===== src/rtl/cfgkey_pkg.sv =====
package cfgkey_pkg;

    // Key register state
    typedef enum logic {
        LK_SHUT = 1'b0,
        LK_OPEN = 1'b1
    } lock_state_e;

    // Address classes produced by the decoder
    typedef enum logic [2:0] {
        AC_NONE    = 3'd0,
        AC_IDENT   = 3'd1,
        AC_STATUS  = 3'd2,
        AC_PLAIN   = 3'd3,
        AC_GUARDED = 3'd4,
        AC_KEY     = 3'd5
    } addr_class_e;

    localparam int GUARD_N = 10;
    // Guarded storage addresses (voltage settings and limits)
    localparam logic [GUARD_N*8-1:0] GUARD_SET = {
        8'h11, 8'h15, 8'h1F, 8'h20, 8'h22,
        8'h2F, 8'h36, 8'h38, 8'h39, 8'h3C
    };

    function automatic logic is_guarded(input logic [7:0] a);
        logic hit;
        hit = 1'b0;
        for (int i = 0; i < GUARD_N; i++) begin
            if (GUARD_SET[i*8 +: 8] == a) hit = 1'b1;
        end
        return hit;
    endfunction

endpackage


===== src/rtl/cfgkey_decode.sv =====
module cfgkey_decode
    import cfgkey_pkg::*;
#(
    parameter int AW          = 8,
    parameter int IDENT_ADDR  = 1,
    parameter int STAT_FIRST  = 2,
    parameter int STAT_LAST   = 7,
    parameter int STORE_FIRST = 8,
    parameter int LOCK_ADDR   = 78
) (
    input  logic [AW-1:0] addr,
    output addr_class_e   cls
);
    int a;

    always_comb begin
        a = int'(addr);
        if (a == IDENT_ADDR) begin
            cls = AC_IDENT;
        end else if (a >= STAT_FIRST && a <= STAT_LAST) begin
            cls = AC_STATUS;
        end else if (a == LOCK_ADDR) begin
            cls = AC_KEY;
        end else if (a >= STORE_FIRST && a < LOCK_ADDR) begin
            cls = is_guarded(8'(addr)) ? AC_GUARDED : AC_PLAIN;
        end else begin
            cls = AC_NONE;
        end
    end
endmodule


===== src/rtl/cfgkey_lock_fsm.sv =====
module cfgkey_lock_fsm
    import cfgkey_pkg::*;
#(
    parameter int             DW  = 8,
    parameter logic [DW-1:0]  KEY = 8'h5C
) (
    input  logic          clk,
    input  logic          rst_n,
    input  logic          key_wr,
    input  logic [DW-1:0] key_val,
    output logic          unlocked
);
    lock_state_e state_q, state_d;

    // Next-state logic
    always_comb begin
        state_d = state_q;
        unique case (state_q)
            LK_SHUT: if (key_wr && key_val == KEY) state_d = LK_OPEN;
            LK_OPEN: if (key_wr && key_val != KEY) state_d = LK_SHUT;
            default: state_d = LK_SHUT;
        endcase
    end

    // State register
    always_ff @(posedge clk) begin
        if (!rst_n) state_q <= LK_SHUT;
        else        state_q <= state_d;
    end

    // Outputs
    always_comb begin
        unlocked = (state_q == LK_OPEN);
    end

    AST_KEY_OPENS: assert property (@(posedge clk) disable iff (!rst_n)
        (key_wr && key_val == KEY) |=> unlocked);
    AST_OTHER_SHUTS: assert property (@(posedge clk) disable iff (!rst_n)
        (key_wr && key_val != KEY) |=> !unlocked);
    AST_KEY_HOLDS: assert property (@(posedge clk) disable iff (!rst_n)
        !key_wr |=> $stable(unlocked));
endmodule


===== src/rtl/cfgkey_bank.sv =====
module cfgkey_bank #(
    parameter int DW    = 8,
    parameter int AW    = 8,
    parameter int FIRST = 8,
    parameter int LAST  = 77
) (
    input  logic          clk,
    input  logic          rst_n,
    input  logic          we,
    input  logic [AW-1:0] waddr,
    input  logic [DW-1:0] wdata,
    input  logic [AW-1:0] raddr,
    output logic [DW-1:0] rdata
);
    localparam int NSTORE = LAST - FIRST + 1;

    logic [NSTORE*DW-1:0] flat;

    for (genvar g = 0; g < NSTORE; g++) begin : g_cell
        logic [DW-1:0] q;
        always_ff @(posedge clk) begin
            if (!rst_n)                                  q <= '0;
            else if (we && int'(waddr) == FIRST + g)     q <= wdata;
        end
        assign flat[g*DW +: DW] = q;
    end

    always_comb begin
        rdata = '0;
        for (int i = 0; i < NSTORE; i++) begin
            if (int'(raddr) == FIRST + i) rdata = flat[i*DW +: DW];
        end
    end

    AST_BANK_QUIET: assert property (@(posedge clk) disable iff (!rst_n)
        !we |=> $stable(flat));
endmodule


===== src/rtl/cfg_keyreg_file.sv =====
module cfg_keyreg_file
    import cfgkey_pkg::*;
#(
    parameter int            DW          = 8,
    parameter int            AW          = 8,
    parameter int            STAT_FIRST  = 2,
    parameter int            STAT_LAST   = 7,
    parameter int            STORE_FIRST = 8,
    parameter int            LOCK_ADDR   = 78,
    parameter logic [DW-1:0] KEY         = 8'h5C,
    parameter logic [DW-1:0] DEV_ID      = 8'hB3
) (
    input  logic                                      clk,
    input  logic                                      rst_n,
    input  logic                                      wr_en,
    input  logic                                      rd_en,
    input  logic [AW-1:0]                             addr,
    input  logic [DW-1:0]                             wr_data,
    output logic [DW-1:0]                             rd_data,
    output logic                                      wr_reject,
    input  logic [(STAT_LAST-STAT_FIRST+1)*DW-1:0]    status_in
);
    localparam int NSTAT      = STAT_LAST - STAT_FIRST + 1;
    localparam int STORE_LAST = LOCK_ADDR - 1;

    addr_class_e   cls;
    logic          unlocked;
    logic          bank_we;
    logic          key_wr;
    logic [DW-1:0] bank_rdata;
    logic [DW-1:0] stat_byte;
    logic [DW-1:0] rd_next;

    cfgkey_decode #(
        .AW(AW), .IDENT_ADDR(1), .STAT_FIRST(STAT_FIRST), .STAT_LAST(STAT_LAST),
        .STORE_FIRST(STORE_FIRST), .LOCK_ADDR(LOCK_ADDR)
    ) u_decode (
        .addr(addr),
        .cls (cls)
    );

    assign key_wr = wr_en && (cls == AC_KEY);

    cfgkey_lock_fsm #(.DW(DW), .KEY(KEY)) u_lock (
        .clk     (clk),
        .rst_n   (rst_n),
        .key_wr  (key_wr),
        .key_val (wr_data),
        .unlocked(unlocked)
    );

    assign bank_we = wr_en && ((cls == AC_PLAIN) || (cls == AC_GUARDED && unlocked));

    cfgkey_bank #(.DW(DW), .AW(AW), .FIRST(STORE_FIRST), .LAST(STORE_LAST)) u_bank (
        .clk  (clk),
        .rst_n(rst_n),
        .we   (bank_we),
        .waddr(addr),
        .wdata(wr_data),
        .raddr(addr),
        .rdata(bank_rdata)
    );

    // Live status byte selection
    always_comb begin
        stat_byte = '0;
        for (int k = 0; k < NSTAT; k++) begin
            if (int'(addr) == STAT_FIRST + k) stat_byte = status_in[k*DW +: DW];
        end
    end

    // Read source by address class
    always_comb begin
        unique case (cls)
            AC_IDENT:               rd_next = DEV_ID;
            AC_STATUS:              rd_next = stat_byte;
            AC_PLAIN, AC_GUARDED:   rd_next = bank_rdata;
            AC_KEY:                 rd_next = {{(DW-1){1'b0}}, unlocked};
            default:                rd_next = '0;
        endcase
    end

    always_ff @(posedge clk) begin
        if (!rst_n) begin
            rd_data   <= '0;
            wr_reject <= 1'b0;
        end else begin
            if (rd_en) rd_data <= rd_next;
            wr_reject <= wr_en && (cls == AC_GUARDED) && !unlocked;
        end
    end

    AST_REJECT_LOCKED: assert property (@(posedge clk) disable iff (!rst_n)
        (wr_en && cls == AC_GUARDED && !unlocked) |=> wr_reject);
    AST_REJECT_CAUSE: assert property (@(posedge clk) disable iff (!rst_n)
        wr_reject |-> $past(wr_en));
    AST_GUARD_ACCEPT: assert property (@(posedge clk) disable iff (!rst_n)
        (wr_en && cls == AC_GUARDED && unlocked) |=> !wr_reject);
    AST_IDENT_READ: assert property (@(posedge clk) disable iff (!rst_n)
        (rd_en && cls == AC_IDENT) |=> rd_data == DEV_ID);
    AST_VOID_READ: assert property (@(posedge clk) disable iff (!rst_n)
        (rd_en && cls == AC_NONE) |=> rd_data == '0);
    AST_READ_HOLD: assert property (@(posedge clk) disable iff (!rst_n)
        !rd_en |=> $stable(rd_data));
endmodule


===== config.mk =====
export PLATFORM = sky130hd
export DESIGN_NAME = cfg_keyreg_file
export DESIGN_NICKNAME = d
export VERILOG_FILES = /design/src/rtl/cfgkey_pkg.sv /design/src/rtl/cfgkey_decode.sv /design/src/rtl/cfgkey_lock_fsm.sv /design/src/rtl/cfgkey_bank.sv /design/src/rtl/cfg_keyreg_file.sv
export SDC_FILE = /design/constraint.sdc
export NUM_CORES = 2
export LEC_CHECK = 0
export ABC_CLOCK_PERIOD_IN_PS = 9500
export BUFFER_PORTS_ARGS = -buffer_cell sky130_fd_sc_hd__buf_2
export CAP_MARGIN = 40
export CORE_MARGIN = 1
export CORE_UTILIZATION = 30
export CTS_CLUSTER_DIAMETER = 200
export CTS_CLUSTER_SIZE = 20
export DETAILED_ROUTE_END_ITERATION = 6
export PLACE_DENSITY_LB_ADDON = 0.05
export SETUP_SLACK_MARGIN = 0.5
export SLEW_MARGIN = 25
export SYNTH_ARGS = -nofsm -noshare
export SYNTH_HDL_FRONTEND = slang
export SYNTH_SLANG_ARGS = --single-unit

===== constraint.sdc =====
create_clock -name clk -period 9.5 [get_ports clk]
set_input_delay 2.375 -clock clk [delete_from_list [all_inputs] [get_ports clk]]
set_output_delay 2.375 -clock clk [all_outputs]
set_load 0.005 [all_outputs]

# Word-level counts from Yosys, hierarchy flattened
# Index checks and enable logic that the tools add are counted.
# classes
n_reduce_logical	82
n_bitwise	1
order_cmp	4
muxes	99
n_eq_ne	95
# op_table
operator	count
8-bit 2-to-1 mux	76
8-bit by 7-bit equality test with 1-bit output, second input constant	33
8-bit by 6-bit equality test with 1-bit output, second input constant	16
8-bit equality test, second input constant	15
1-bit logical AND	79
8-bit by 5-bit equality test with 1-bit output, second input constant	8
6-bit by 8-bit equality test with 1-bit output, first input constant	7
8-bit by 4-bit equality test with 1-bit output, second input constant	4
8-bit case mux with 4 select lines	1
5-bit by 8-bit equality test with 1-bit output, first input constant	3
8-bit by 3-bit equality test with 1-bit output, second input constant	2
1-bit 2-to-1 mux	16
3-bit 2-to-1 mux	5
8-bit by 2-bit equality test with 1-bit output, second input constant	1
8-bit by 2-bit greater-or-equal comparator with 1-bit output, second input constant	1
8-bit by 4-bit greater-or-equal comparator with 1-bit output, second input constant	1
8-bit by 3-bit <= comparator with 1-bit output, second input constant	1
8-bit by 7-bit less-than comparator with 1-bit output, second input constant	1
8-bit by 7-bit inequality test with 1-bit output, second input constant	1
3-bit by 2-bit equality test with 1-bit output, second input constant	2
3-bit equality test, second input constant	2
3-bit by 1-bit equality test with 1-bit output, second input constant	1
1-bit case mux with 2 select lines	1
2-bit OR reduction	1
3 further kinds	3
# word_totals
in_bits	68
reg_bits	570
output_inout_bits	9
wordCells	354

# Logic depth before layout (Yosys ltp)
# depth
depth_word	72
ltp_mapped	15

# Hierarchy
# From an unflattened synthesis, not the netlist that was laid out.
# unflattened
hier_cells	3345
area_unflattened_um2	30173.9
# modules_own_cells
mod	area_each_um2	n_inst	cells_per_inst
cfgkey_bank	28944.0	1	3182
cfg_keyreg_file	991.0	1	130
cfgkey_decode	178.9	1	27
cfgkey_lock_fsm	60.1	1	6

# Least setup slack after synthesis
# Ideal clock, no wire load.
# synth_path
path_type	input port to flip-flop
startpoint	in addr[7]
endpoint	reg u_bank.g_cell[15].q[0]
setup_slack_ps	4878
cell_stages	12
n_path_buf	4
arrival_time_ps	4495
t_required_ps	9372
setup_time_ps	128
path_cell_list	buf_2 or4b_1 buf_2 a211oi_1 o21ai_0 a31oi_1 nand3b_1 buf_6 buf_8 nor3_4 mux2i_1 nor2_1
# synth_between
elab_chain_len	25
# synth_rtl
item	line_no	rtl
start: declaration	cfg_keyreg_file.sv:17	input logic [AW-1:0] addr,
6-bit by 8-bit equality test with 1-bit output	cfgkey_pkg.sv:30	if (GUARD_SET[i*8 +: 8] == a) hit = 1'b1;
1-bit 2-to-1 mux (10 in a row)	cfgkey_pkg.sv:30	
1-bit 2-to-1 mux	cfgkey_decode.sv:24	end else if (a >= STORE_FIRST && a < LOCK_ADDR) begin
1-bit 2-to-1 mux	cfgkey_decode.sv:22	end else if (a == LOCK_ADDR) begin
1-bit 2-to-1 mux	cfgkey_decode.sv:20	end else if (a >= STAT_FIRST && a <= STAT_LAST) begin
1-bit 2-to-1 mux	cfgkey_decode.sv:18	if (a == IDENT_ADDR) begin
3-bit 2-to-1 mux	cfgkey_decode.sv:25	cls = is_guarded(8'(addr)) ? AC_GUARDED : AC_PLAIN;
3-bit 2-to-1 mux	cfgkey_decode.sv:24	
3-bit 2-to-1 mux	cfgkey_decode.sv:22	
3-bit 2-to-1 mux	cfgkey_decode.sv:20	
3-bit 2-to-1 mux	cfgkey_decode.sv:18	
3-bit equality test	cfg_keyreg_file.sv:52	assign bank_we = wr_en && ((cls == AC_PLAIN) || (cls == AC_GUARDED && unlocked));
1-bit logical AND	cfg_keyreg_file.sv:52	
1-bit logical OR	cfg_keyreg_file.sv:52	
1-bit logical AND	cfg_keyreg_file.sv:52	
1-bit logical AND *	cfgkey_bank.sv:23	else if (we && int'(waddr) == FIRST + g) q <= wdata;
end: declaration	cfgkey_bank.sv:20	logic [DW-1:0] q;
# Mark *: on every way between the ends. The rest lies on a longest branch, timed or not. The select of a mux whose other input is x is not followed.
# A chain may end at the register's enable or synchronous reset.

# Worst setup path in the final report
# layout_path
startpoint	in addr[2]
endpoint	reg u_bank.g_cell[60].q[6]
# layout_between
elab_chain_len	25
# layout_rtl
item	line_no
6-bit by 8-bit equality test with 1-bit output	cfgkey_pkg.sv:30
1-bit 2-to-1 mux (10 in a row)	cfgkey_pkg.sv:30
1-bit 2-to-1 mux	cfgkey_decode.sv:24
1-bit 2-to-1 mux	cfgkey_decode.sv:22
1-bit 2-to-1 mux	cfgkey_decode.sv:20
1-bit 2-to-1 mux	cfgkey_decode.sv:18
3-bit 2-to-1 mux	cfgkey_decode.sv:25
3-bit 2-to-1 mux	cfgkey_decode.sv:24
3-bit 2-to-1 mux	cfgkey_decode.sv:22
3-bit 2-to-1 mux	cfgkey_decode.sv:20
3-bit 2-to-1 mux	cfgkey_decode.sv:18
3-bit equality test	cfg_keyreg_file.sv:52
1-bit logical AND	cfg_keyreg_file.sv:52
1-bit logical OR	cfg_keyreg_file.sv:52
1-bit logical AND	cfg_keyreg_file.sv:52
1-bit logical AND *	cfgkey_bank.sv:23
end: declaration	cfgkey_bank.sv:20
# Marks and branches as above.

==> summary.txt <==
Setup Skew: 0.02283 ns
Post-synth cell types: 90
Worst-Skew Late Latency: 0.60 ns
Area Growth Syn to Fin: 9.423%
Pin count of the biggest net entering global routing: 206
Placed inst area: 29930 um2
Worst EP arrival: 6.38 ns
Fin crit share: 0.6250
Die span in x: 308.8 um
Worst rel slew slack: 0.2277
Clk buf depth: 3
DRC: 0
Overall power: 0.004420 W
Sequential share of the synthesized area: 0.4042
EDFF count, synth: 0
Fin crit period: 5.937 ns
Core Box Area: 93330 um2
GR Overflow Total: 0
Int Pwr: 0.003188 W
Yosys reg bits: 570
TNS Setup: 0 ns
CP max-delay cell: buf_4
Hold_buf cts: 0
Crit path largest cell delay: 0.64 ns
Synth Warn #: 0
Max cap viols: 0
Post-DR wirelength/cell: 31.55 um
CP required: 9.94 ns
CTS clk-pin slew, worst paths: 0.09 ns
Core Rows: 112
Num ports: 77
TritonCTS sink count: 570
Crit-path cells: buf_4 -> buf_4 -> nand3b_1 -> a21oi_1 -> o21ai_0 -> a31oi_1 -> nand3b_1 -> buf_4 -> nor2_2 -> mux2i_1 -> nor2_1
Final hold vios: 0
Critical Path Source Type: input pin
Placed Cells: 4286
Cell Count, Final, Fillers Out: 4328
Post-Syn Nets: 3209
Synth Cell Area: 28230 um2
Die Y: 308.8 um
Global-route wire length before repair: 192600 um
Initial antenna violation count: 3
CP endpoint kind: flip-flop
HPWL after DPL: 93450 um
Worst-margin pin slew: 1.158 ns
Share of cells above drive strength 1: 0.1097
Switch Pwr: 0.001231 W
Setup Viol. Count Final: 0
GP Congestion: 0.9181
Sw Share: 0.2786
Gr usage total: 0.2815
Nets@finish: 3139
Mean Syn Cell Area: 8.987 um2
Max Freq: 0.1684 GHz
Starting density of the core: 0.3025
TritonCTS clock tree: done
Finished Cell Area: 30890 um2
Vias per inst: 5.806
Die footprint: 95330 um2
Leading area contributor after synthesis: dfxtp_1
Top cell type's share of synthesized area: 0.4042
WHS: 0.4829 ns
Final max-slew violation count: 0
H-Tree Depth: 2
Total routed wirelength: 136500 um
Number of global-route vias before repair: 24134
Static Leak: 10.17 nW
Via count: 25130
Hold Path Class: reg2reg
Synth top area cells: dfxtp_1 (40%), mux2i_1 (20%), nor2_1 (8.7%)
Seq pwr share: 0.541
CTS buffer count: 34
Detailed Route Iter0 Violations: 2917
Buffers on Ports: 76
Cts repair resizes: 0
Setup Buffers After CTS: 0
Setup CP Type: in2reg
Crit-path most repeated cell: buf_4
Async set-reset flop share out of synthesis: 0
RSZ-0062 raised after global routing: no
Crit path max fanout: 49
Cell count after synthesis: 3141
Power per standard cell area: 143.1 nW/um2
Drt pass-1 iters: 6
Most used flip-flop cell after synthesis: dfxtp_1
Status: completed
Worst VDD drop: 0.1046 mV
Clk root buf: clkbuf_16
DRT antenna net count: 0
Comb pwr share: 0.099
Clk pwr share: 0.360
==> power by group through the flow <==
| stage | combinational [W] | clock [W] | sequential [W] |
|---|---|---|---|
| final | 0.000438 | 0.00159 | 0.00239 |
| after floorplan | 0.000237 | 0 | 0.00244 |
| after CTS | 0.000431 | 0.00164 | 0.00239 |
| after detailed placement | 0.000430 | 0 | 0.00245 |
| after global placement | 0.000424 | 0 | 0.00245 |
| after global routing | 0.000450 | 0.00172 | 0.00239 |
==> through the flow <==
stage / worst slack (ns) / utilization
after CTS: 3.737 / 0.3307
final: 3.563 / 0.3310
after global routing: 3.552 / 0.3309
after global placement: 3.148 / 0.3195
after detailed placement: 3.120 / 0.3207
after floorplan: 4.878 / -
==> critical path: cells and delay by family <==
family          cells  cell delay [ns]
buf+inv             3             1.58
compound gates      3             1.03
simple gates        4             1.00
mux                 1             0.23
==> cells in the final DEF (no fill, tap or decap), types with 30 or more instances in the layout <==
master,synthesis,routed
a21oi_1,115,115
nand2_1,120,120
clkbuf_16,0,37
dfxtp_1,570,570
o21ai_0,154,154
a221oi_1,30,30
a22oi_1,58,58
nor3_4,39,39
buf_4,15,93
nor2_1,656,656
mux2i_1,578,578
buf_2,53,64
nand3_1,31,31
o22ai_1,55,55
==> final timing paths <==
| check | startpoint | to | slack [ns] | cells after the start |
|---|---|---|---|---|
| setup / recovery | addr[2] | u_bank.g_cell[60].q[6] | 3.56 | 11 |
| hold / removal | u_bank.g_cell[69].q[3] | u_bank.g_cell[69].q[3] | 0.48 | 2 |
| setup reg to reg | u_bank.g_cell[40].q[2] | rd_data[2] | 6.29 | 8 |
| hold reg to reg | u_bank.g_cell[69].q[3] | u_bank.g_cell[69].q[3] | 0.48 | 2 |
==> kinds of logic after synthesis <==
kind of cell              synth area share
and+or+nand+nor                     0.1846
AOI/OAI and AO/OA                   0.1532
muxes                               0.2109
DFF                                 0.4042
buffers and inverters              0.04680
xor gates and xnor gates         0.0003103
==> per-layer routing <==
| layer | GRT usage | wire length (um) | vias up |
|---|---|---|---|
| met5 | 0 | 0 | - |
| met4 | 0.1247 | 6713 | 0 |
| met3 | 0.03809 | 8684 | 267 |
| met2 | 0.4463 | 61190 | 1140 |
| met1 | 0.3796 | 59960 | 12612 |
| li1 | - | - | 11111 |
==> cell usage after synthesis (15+ instances only) <==
cell,number
nand2_1,120
nor2_2,28
nor3_4,39
dfxtp_1,570
a22oi_1,58
nand2b_1,17
o211ai_1,28
nor3_1,21
buf_4,15
o221ai_1,23
buf_1,67
a211oi_1,18
nand3_1,31
o21ai_0,154
mux2i_1,578
nor2_1,656
a21oi_1,115
a221oi_1,30
a31oi_1,27
nor2b_1,19
o22ai_1,55
clkbuf_1,130
buf_2,53
==> layout make-up <==
cell class,count,area (um2)
timing repair buffer,171,1264
tap,1254,1569
fill,9863,62440
multi-input combinational,2281,15650
inverter,13,56.30
clock inverter,1,11.26
antenna,1,2.502
sequential,570,11410
clock buffer,37,925.9
==> sequential cells by signal, indices dropped and copies added, names as in the netlist, named ones only <==
register,flops
rd_data,8
u_bank.g_cell.q,560
wr_reject,1
Note: power is estimated with default switching activity, not from simulation.
